`src/rtl/tmr_pkg.sv`:
```
package tmr_pkg;
  typedef enum logic [1:0] {
    OP_LOAD = 2'd0,
    OP_HOLD = 2'd1,
    OP_RUN  = 2'd2,
    OP_NOP  = 2'd3
  } tmr_op_e;

  localparam int unsigned REG_DIV    = 0;
  localparam int unsigned REG_CTRL   = 1;
  localparam int unsigned REG_COUNT  = 2;
  localparam int unsigned REG_MASK   = 3;
  localparam int unsigned REG_ACK    = 4;
  localparam int unsigned REG_RAW    = 5;
  localparam int unsigned REG_MASKED = 6;
  localparam int unsigned REG_LAST   = 6;

  localparam int unsigned SEL_LSB   = 2;
  localparam int unsigned SEL_W     = 3;
  localparam int unsigned NUM_RATES = 4;
endpackage

```
`src/rtl/tmr_tick_gen.sv`:
```
module tmr_tick_gen #(
  parameter int unsigned BASE_DIV  = 2,
  parameter int unsigned SEL_W     = 3,
  parameter int unsigned NUM_RATES = 4
) (
  input  logic             clk,
  input  logic             rst,
  input  logic             run_i,
  input  logic             restart_i,
  input  logic [SEL_W-1:0] sel_i,
  output logic             tick_o
);
  localparam int unsigned MAX_LIM = BASE_DIV << (NUM_RATES - 1);
  localparam int unsigned PW      = $clog2(MAX_LIM + 1);
  localparam int unsigned IW      = (NUM_RATES > 1) ? $clog2(NUM_RATES) : 1;

  logic [PW-1:0] lim_tab [NUM_RATES];
  logic [PW-1:0] pcnt_q;
  logic [PW-1:0] lim_m1;
  logic          rate_ok;
  logic          active;

  genvar g;
  generate
    for (g = 0; g < NUM_RATES; g++) begin : g_rate
      assign lim_tab[g] = PW'(BASE_DIV << g);
    end
  endgenerate

  assign rate_ok = (32'(sel_i) < NUM_RATES);
  assign lim_m1  = rate_ok ? (lim_tab[sel_i[IW-1:0]] - PW'(1)) : '0;
  assign active  = run_i && rate_ok;
  assign tick_o  = active && !restart_i && (pcnt_q == lim_m1);

  always_ff @(posedge clk) begin
    if (rst || restart_i || !active) begin
      pcnt_q <= '0;
    end else if (pcnt_q == lim_m1) begin
      pcnt_q <= '0;
    end else begin
      pcnt_q <= pcnt_q + PW'(1);
    end
  end

  // prescale phase never passes the limit of the selected rate
  p_phase_bound_r4: assert property (@(posedge clk) disable iff (rst)
    (active && !restart_i) |-> (pcnt_q <= lim_m1));
endmodule

```
`src/rtl/tmr_down_counter.sv`:
```
module tmr_down_counter
  import tmr_pkg::*;
#(
  parameter int unsigned CNT_W = 16
) (
  input  logic             clk,
  input  logic             rst,
  input  logic             ctrl_we_i,
  input  tmr_op_e          op_i,
  input  logic [CNT_W-1:0] div_i,
  input  logic             tick_i,
  output logic             running_o,
  output logic [CNT_W-1:0] count_o,
  output logic             expire_o
);
  logic [CNT_W-1:0] count_q;
  logic             running_q;
  logic             periodic_q;

  assign expire_o  = tick_i && (count_q <= CNT_W'(1));
  assign running_o = running_q;
  assign count_o   = count_q;

  always_ff @(posedge clk) begin
    if (rst) begin
      count_q    <= '0;
      running_q  <= 1'b0;
      periodic_q <= 1'b0;
    end else if (ctrl_we_i) begin
      case (op_i)
        OP_LOAD: begin
          count_q    <= div_i;
          running_q  <= 1'b1;
          periodic_q <= 1'b0;
        end
        OP_HOLD: running_q <= 1'b0;
        OP_RUN: begin
          running_q  <= 1'b1;
          periodic_q <= 1'b1;
        end
        default: ;
      endcase
    end else if (tick_i) begin
      if (expire_o) begin
        if (periodic_q) begin
          count_q <= div_i;
        end else begin
          count_q   <= '0;
          running_q <= 1'b0;
        end
      end else begin
        count_q <= count_q - CNT_W'(1);
      end
    end
  end

  // a stopped counter keeps its value until the next control write
  p_hold_stable_r3: assert property (@(posedge clk) disable iff (rst)
    (!running_q && !ctrl_we_i) |=> $stable(count_q));
  // a single countdown stops at zero after its expiry
  p_oneshot_stop_r2: assert property (@(posedge clk) disable iff (rst)
    (expire_o && !periodic_q) |=> (!running_q && count_q == '0));
  // periodic expiry reloads from the reload register
  p_periodic_reload_r3: assert property (@(posedge clk) disable iff (rst)
    (expire_o && periodic_q) |=> (count_q == $past(div_i)));
endmodule

```
`src/rtl/tmr_irq_unit.sv`:
```
module tmr_irq_unit #(
  parameter int unsigned IRQ_W = 1
) (
  input  logic             clk,
  input  logic             rst,
  input  logic             mask_we_i,
  input  logic             ack_we_i,
  input  logic [IRQ_W-1:0] wbits_i,
  input  logic             expire_i,
  output logic [IRQ_W-1:0] raw_o,
  output logic [IRQ_W-1:0] mask_o,
  output logic             irq_o
);
  logic [IRQ_W-1:0] raw_q, raw_nxt;
  logic [IRQ_W-1:0] mask_q, mask_nxt;
  logic             irq_q;

  always_comb begin
    raw_nxt = raw_q;
    if (ack_we_i) raw_nxt = raw_nxt & ~wbits_i;
    if (expire_i) raw_nxt[0] = 1'b1;
    mask_nxt = mask_we_i ? wbits_i : mask_q;
  end

  always_ff @(posedge clk) begin
    if (rst) begin
      raw_q  <= '0;
      mask_q <= '0;
      irq_q  <= 1'b0;
    end else begin
      raw_q  <= raw_nxt;
      mask_q <= mask_nxt;
      irq_q  <= raw_nxt[0] & mask_nxt[0];
    end
  end

  assign raw_o  = raw_q;
  assign mask_o = mask_q;
  assign irq_o  = irq_q;

  // raw bit 0 stays set unless acknowledged
  p_raw_sticky_r6: assert property (@(posedge clk) disable iff (rst)
    (raw_q[0] && !(ack_we_i && wbits_i[0])) |=> raw_q[0]);
  // an acknowledge without expiry clears bit 0
  p_ack_clears_r7: assert property (@(posedge clk) disable iff (rst)
    (ack_we_i && wbits_i[0] && !expire_i) |=> !raw_q[0]);
  // expiry wins over a same-cycle acknowledge
  p_expiry_wins_r9: assert property (@(posedge clk) disable iff (rst)
    expire_i |=> raw_q[0]);
  // interrupt line tracks masked bit 0
  p_irq_masked_r8: assert property (@(posedge clk) disable iff (rst)
    irq_q == (raw_q[0] & mask_q[0]));
endmodule

```
`src/rtl/tmr_periph.sv`:
```
module tmr_periph
  import tmr_pkg::*;
#(
  parameter int unsigned DATA_W   = 32,
  parameter int unsigned ADDR_W   = 4,
  parameter int unsigned CNT_W    = 16,
  parameter int unsigned IRQ_W    = 1,
  parameter int unsigned BASE_DIV = 2
) (
  input  logic              clk,
  input  logic              rst,
  input  logic              wr_en_i,
  input  logic              rd_en_i,
  input  logic [ADDR_W-1:0] addr_i,
  input  logic [DATA_W-1:0] wdata_i,
  output logic [DATA_W-1:0] rdata_o,
  output logic              irq_o
);
  logic [CNT_W-1:0]  div_q;
  logic [DATA_W-1:0] ctrl_q;
  logic [DATA_W-1:0] rdata_q;
  logic [DATA_W-1:0] rd_mux;

  logic div_we, ctrl_we, mask_we, ack_we;
  logic tick, expire, running;
  logic [CNT_W-1:0] count;
  logic [IRQ_W-1:0] raw, mask;
  tmr_op_e op;

  assign div_we  = wr_en_i && (addr_i == ADDR_W'(REG_DIV));
  assign ctrl_we = wr_en_i && (addr_i == ADDR_W'(REG_CTRL));
  assign mask_we = wr_en_i && (addr_i == ADDR_W'(REG_MASK));
  assign ack_we  = wr_en_i && (addr_i == ADDR_W'(REG_ACK));
  assign op      = tmr_op_e'(wdata_i[1:0]);

  always_ff @(posedge clk) begin
    if (rst) begin
      div_q  <= '0;
      ctrl_q <= '0;
    end else begin
      if (div_we)  div_q  <= wdata_i[CNT_W-1:0];
      if (ctrl_we) ctrl_q <= wdata_i;
    end
  end

  tmr_tick_gen #(
    .BASE_DIV (BASE_DIV),
    .SEL_W    (SEL_W),
    .NUM_RATES(NUM_RATES)
  ) u_tick (
    .clk      (clk),
    .rst      (rst),
    .run_i    (running),
    .restart_i(ctrl_we),
    .sel_i    (ctrl_q[SEL_LSB +: SEL_W]),
    .tick_o   (tick)
  );

  tmr_down_counter #(
    .CNT_W(CNT_W)
  ) u_cnt (
    .clk      (clk),
    .rst      (rst),
    .ctrl_we_i(ctrl_we),
    .op_i     (op),
    .div_i    (div_q),
    .tick_i   (tick),
    .running_o(running),
    .count_o  (count),
    .expire_o (expire)
  );

  tmr_irq_unit #(
    .IRQ_W(IRQ_W)
  ) u_irq (
    .clk      (clk),
    .rst      (rst),
    .mask_we_i(mask_we),
    .ack_we_i (ack_we),
    .wbits_i  (wdata_i[IRQ_W-1:0]),
    .expire_i (expire),
    .raw_o    (raw),
    .mask_o   (mask),
    .irq_o    (irq_o)
  );

  always_comb begin
    rd_mux = '0;
    case (32'(addr_i))
      REG_DIV:    rd_mux = DATA_W'(div_q);
      REG_CTRL:   rd_mux = ctrl_q;
      REG_COUNT:  rd_mux = DATA_W'(count);
      REG_MASK:   rd_mux = DATA_W'(mask);
      REG_RAW:    rd_mux = DATA_W'(raw);
      REG_MASKED: rd_mux = DATA_W'(raw & mask);
      default:    rd_mux = '0;
    endcase
  end

  always_ff @(posedge clk) begin
    if (rst) begin
      rdata_q <= '0;
    end else if (rd_en_i) begin
      rdata_q <= rd_mux;
    end
  end

  assign rdata_o = rdata_q;

  // reads of unassigned addresses return zero
  p_undef_zero_r10: assert property (@(posedge clk) disable iff (rst)
    (rd_en_i && (32'(addr_i) > REG_LAST)) |=> (rdata_o == '0));
  // the acknowledge address reads zero
  p_ack_reads_zero_r7: assert property (@(posedge clk) disable iff (rst)
    (rd_en_i && (addr_i == ADDR_W'(REG_ACK))) |=> (rdata_o == '0));
endmodule

```
`config.mk`:
```
export PLATFORM = sky130hd
export DESIGN_NAME = tmr_periph
export DESIGN_NICKNAME = d
export VERILOG_FILES = /design/src/rtl/tmr_pkg.sv /design/src/rtl/tmr_tick_gen.sv /design/src/rtl/tmr_down_counter.sv /design/src/rtl/tmr_irq_unit.sv /design/src/rtl/tmr_periph.sv
export SDC_FILE = /design/constraint.sdc
export NUM_CORES = 1
export LEC_CHECK = 0
export ABC_AREA = 1
export BUFFER_PORTS_ARGS = -buffer_cell sky130_fd_sc_hd__buf_4
export CAP_MARGIN = 15
export CORE_ASPECT_RATIO = 0.9
export CORE_UTILIZATION = 57
export CTS_CLUSTER_SIZE = 40
export DETAILED_ROUTE_END_ITERATION = 6
export PLACE_DENSITY = 0.76
export SLEW_MARGIN = 20
export SYNTH_ARGS = -nofsm -noshare
export SYNTH_HDL_FRONTEND = slang
export SYNTH_SLANG_ARGS = --single-unit
```
`constraint.sdc`:
```
create_clock -name clk -period 1.8 [get_ports clk]
set_input_delay 0.18 -clock clk [delete_from_list [all_inputs] [get_ports clk]]
set_output_delay 0.18 -clock clk [all_outputs]
set_load 0.005 [all_outputs]
```
==> flow_summary.ini <==
[critical_path]
cp_max_fo = 10
r2r_cells = 11
r2r-end = u_cnt.count_o[3]$_SDFFE_PP0P_
r2r_start = u_cnt.count_o[0]$_SDFFE_PP0P_
critPathLaunchType = register
arrival_ns = 1.98
cp-startpoint = u_cnt.count_o[0]$_SDFFE_PP0P_
worstPathRequired_ns = 2.12
r2r_slack_ns = 0.14
worstSetupPathType = reg -> reg
cp-end-kind = register
crit_end = u_cnt.count_o[3]$_SDFFE_PP0P_

[clock_network]
holdBufCountCts = 0
clkSinkCount = 106
path_clk_slew_ns = 0.11
clk_latency_ns = 0.38
cts_tree = yes
htree_num_levels = 3
cts_buffers = 9
cts-root-buf = clkbuf_8
clockBufferDepth = 2

[detailed_routing]
first_pass_iters = 6
drc = 0
first_iter_violations = 327
wl_per_cell_um = 14.74
num_vias = 5156
ant_nets = 0
wl_mm = 13.90
vias_per_cell = 5.468

[placed_design]
place.gp.congestion = 0.9586
numPortBuffers = 72
dp_hpwl_mm = 9.748
placed_cell_area_um2 = 5758

[timing]
finalHoldViolations = 0
drv_slew = 0
whs_ns = 0.03049
setup_viol = 0
fin_crit_sh_pct = 92.14
maxSlewHeadroom_pct = 58.99
tightest_slew_ns = 0.6151
skew_ns = 0.01068
fin_crit_ns = 1.659
max_freq_mhz = 602.9

[logic_synthesis]
yosysWarnings = 0
yosys-top-cells-area = dfxtp_1 (42%), nand2_1 (16%), a21oi_1 (10%)
synth-compound-area-share_pct = 19.16
yosys.area.top_type = dfxtp_1
syn_area_um2 = 5010
async_flop_share_pct = 0
synth_top_family_by_area = simple AND/OR/NAND/NOR gates
synth-simple-area-share_pct = 27.20
ys_seq_area_share_pct = 42.36
synthAdderAreaFrac_pct = 0.7493
ys_seq_elements = 106
synth_cell_types = 30
synth_flop_cell = dfxtp_1
synth_cells = 745
syn_nets = 788
synth_xor_xnor_area_share_pct = 1.923
synthTopCellsByCount = nand2_1 (215), dfxtp_1 (106), a21oi_1 (102)
synth_edf_count = 0
synthMuxAreaShare_pct = 0
synth_top_area_share_pct = 42.36
post-synth-top-count-cell = nand2_1
syn_area_per_cell_um2 = 6.725

[die]
die-area_um2 = 9169
num_rows = 32
die_width_um = 100.8
start_util_pct = 58.47
ioPinCount = 73
coreArea_um2 = 8568
die_height_um = 90.94

[global_route]
grt_pass1_wl_mm = 22.53
track_usage_pct = 31.34
grt_pass1_vias = 4697
antenna_found_initial = 0
grt_max_degree = 58
grt.overflow.total = 0

[job]
max-cap-violations = 0

[power_and_ir_drop]
leakagePower_nw = 2.599
total_power_mw = 4.313
cellPowerDensity_nw_per_um2 = 715.7
irDropWorstVdd_uv = 608.0

[min_path]
hp-class = in -> reg

[final_layout]
drive_above_1_share_pct = 17.84
seq_area_um2 = 2130
syn2layout_area_growth_pct = 20.30
fin_area_um2 = 6027
n_antenna_cell = 0
nNetsFinal = 862
multiInputGateArea_um2 = 2504
fill_cells = 775

[run_status]
status = finished, final reports clean
cell usage in the layout, fill, tap and decap left out, types with 9 or more instances in the layout:
| cell type | instances |
|---|---|
| nand3_1 | 27 |
| nor2_1 | 64 |
| xor2_1 | 10 |
| buf_4 | 102 |
| a21oi_1 | 102 |
| o21ai_0 | 57 |
| inv_1 | 59 |
| nand2_1 | 213 |
| clkbuf_8 | 9 |
| nand4_1 | 14 |
| dfxtp_1 | 102 |
layer usage:
| layer | GRT usage [%] | vias up | share of wire [%] |
|---|---|---|---|
| li1 | - | 2572 | - |
| met4 | 9.783 | 0 | 2.0 |
| met3 | 6.390 | 27 | 7.7 |
| met5 | 0 | - | 0 |
| met2 | 51.03 | 215 | 47 |
| met1 | 41.56 | 2342 | 43 |
how the worst min path moves through the flow:
stage                      startpoint                       to  slack, ns  cells after the start
after floorplan            wdata_i[3]   ctrl_q[3]$_SDFFE_PP0P_       0.31                      2
after global placement     wdata_i[3]   ctrl_q[3]$_SDFFE_PP0P_       0.42                      3
after detailed placement   wdata_i[3]   ctrl_q[3]$_SDFFE_PP0P_       0.42                      3
after CTS                  wdata_i[3]   ctrl_q[3]$_SDFFE_PP0P_       0.02                      3
after global routing      wdata_i[16]  ctrl_q[16]$_SDFFE_PP0P_       0.03                      3
final                      wdata_i[3]   ctrl_q[3]$_SDFFE_PP0P_       0.03                      3
flip-flops by register name, summed over array words and instances (netlist names):
register / count
ctrl_q: 32
div_q: 16
rdata_o: 32
u_cnt.count_o: 16
u_cnt.periodic_q: 1
u_cnt.running_o: 1
u_irq.irq_o: 1
u_irq.mask_o: 1
u_irq.raw_o: 1
u_tick.pcnt_q: 5
area by class of cell:
class | instances | area share (%)
Tap cell | 119 | 2.470
Timing Repair Buffer | 105 | 13.27
Multi-Input combinational cell | 531 | 41.54
Inverter | 66 | 4.193
Clock buffer | 9 | 2.055
Clock inverter | 7 | 1.142
Sequential cell | 106 | 35.33
kinds of logic (layout without fill, tap and decap cells):
group,Yosys count,after routing
AOI/OAI and AO/OA,181,181
xor gates and xnor gates,11,11
adders and majority gates,3,3
buffers and inverters,108,187
DFF,106,106
and+or+nand+nor,336,336
stage by stage:
stage                     utilization, %  cells  setup TNS [ns]  setup WS, ns
after floorplan                        -    745               0        0.1883
after detailed placement           67.20    926               0       0.01467
after global placement             67.20    926               0        0.1026
after global routing               70.34    943        -0.06989      -0.05486
final                              70.34    943               0        0.1414
after CTS                          69.48    942               0       0.03485
timing repair:
item,4_1_cts,5_1_grt
resized for setup,1,26
buffers inserted,0,1
pin swaps,0,3
endpoints found under the setup margin,6,16
worst max-delay path: stages (launching register included):
cell	delay, ns
dfxtp_2	0.36
inv_2	0.08
ha_2	0.19
nand2_2	0.09
nor2_2	0.12
nand2_1	0.07
nand2_2	0.10
nand3_2	0.10
buf_6	0.16
o21ai_0	0.15
nand2_1	0.07
a21oi_1	0.12
power by group:
part           total (mW)  leakage, nW  switching (mW)  internal [mW]
combinational       0.415         1.64           0.242          0.173
clock                1.49       0.0954           0.849          0.641
sequential           2.41        0.860          0.0261           2.38
No activity file was read; power rests on OpenSTA's default activity.
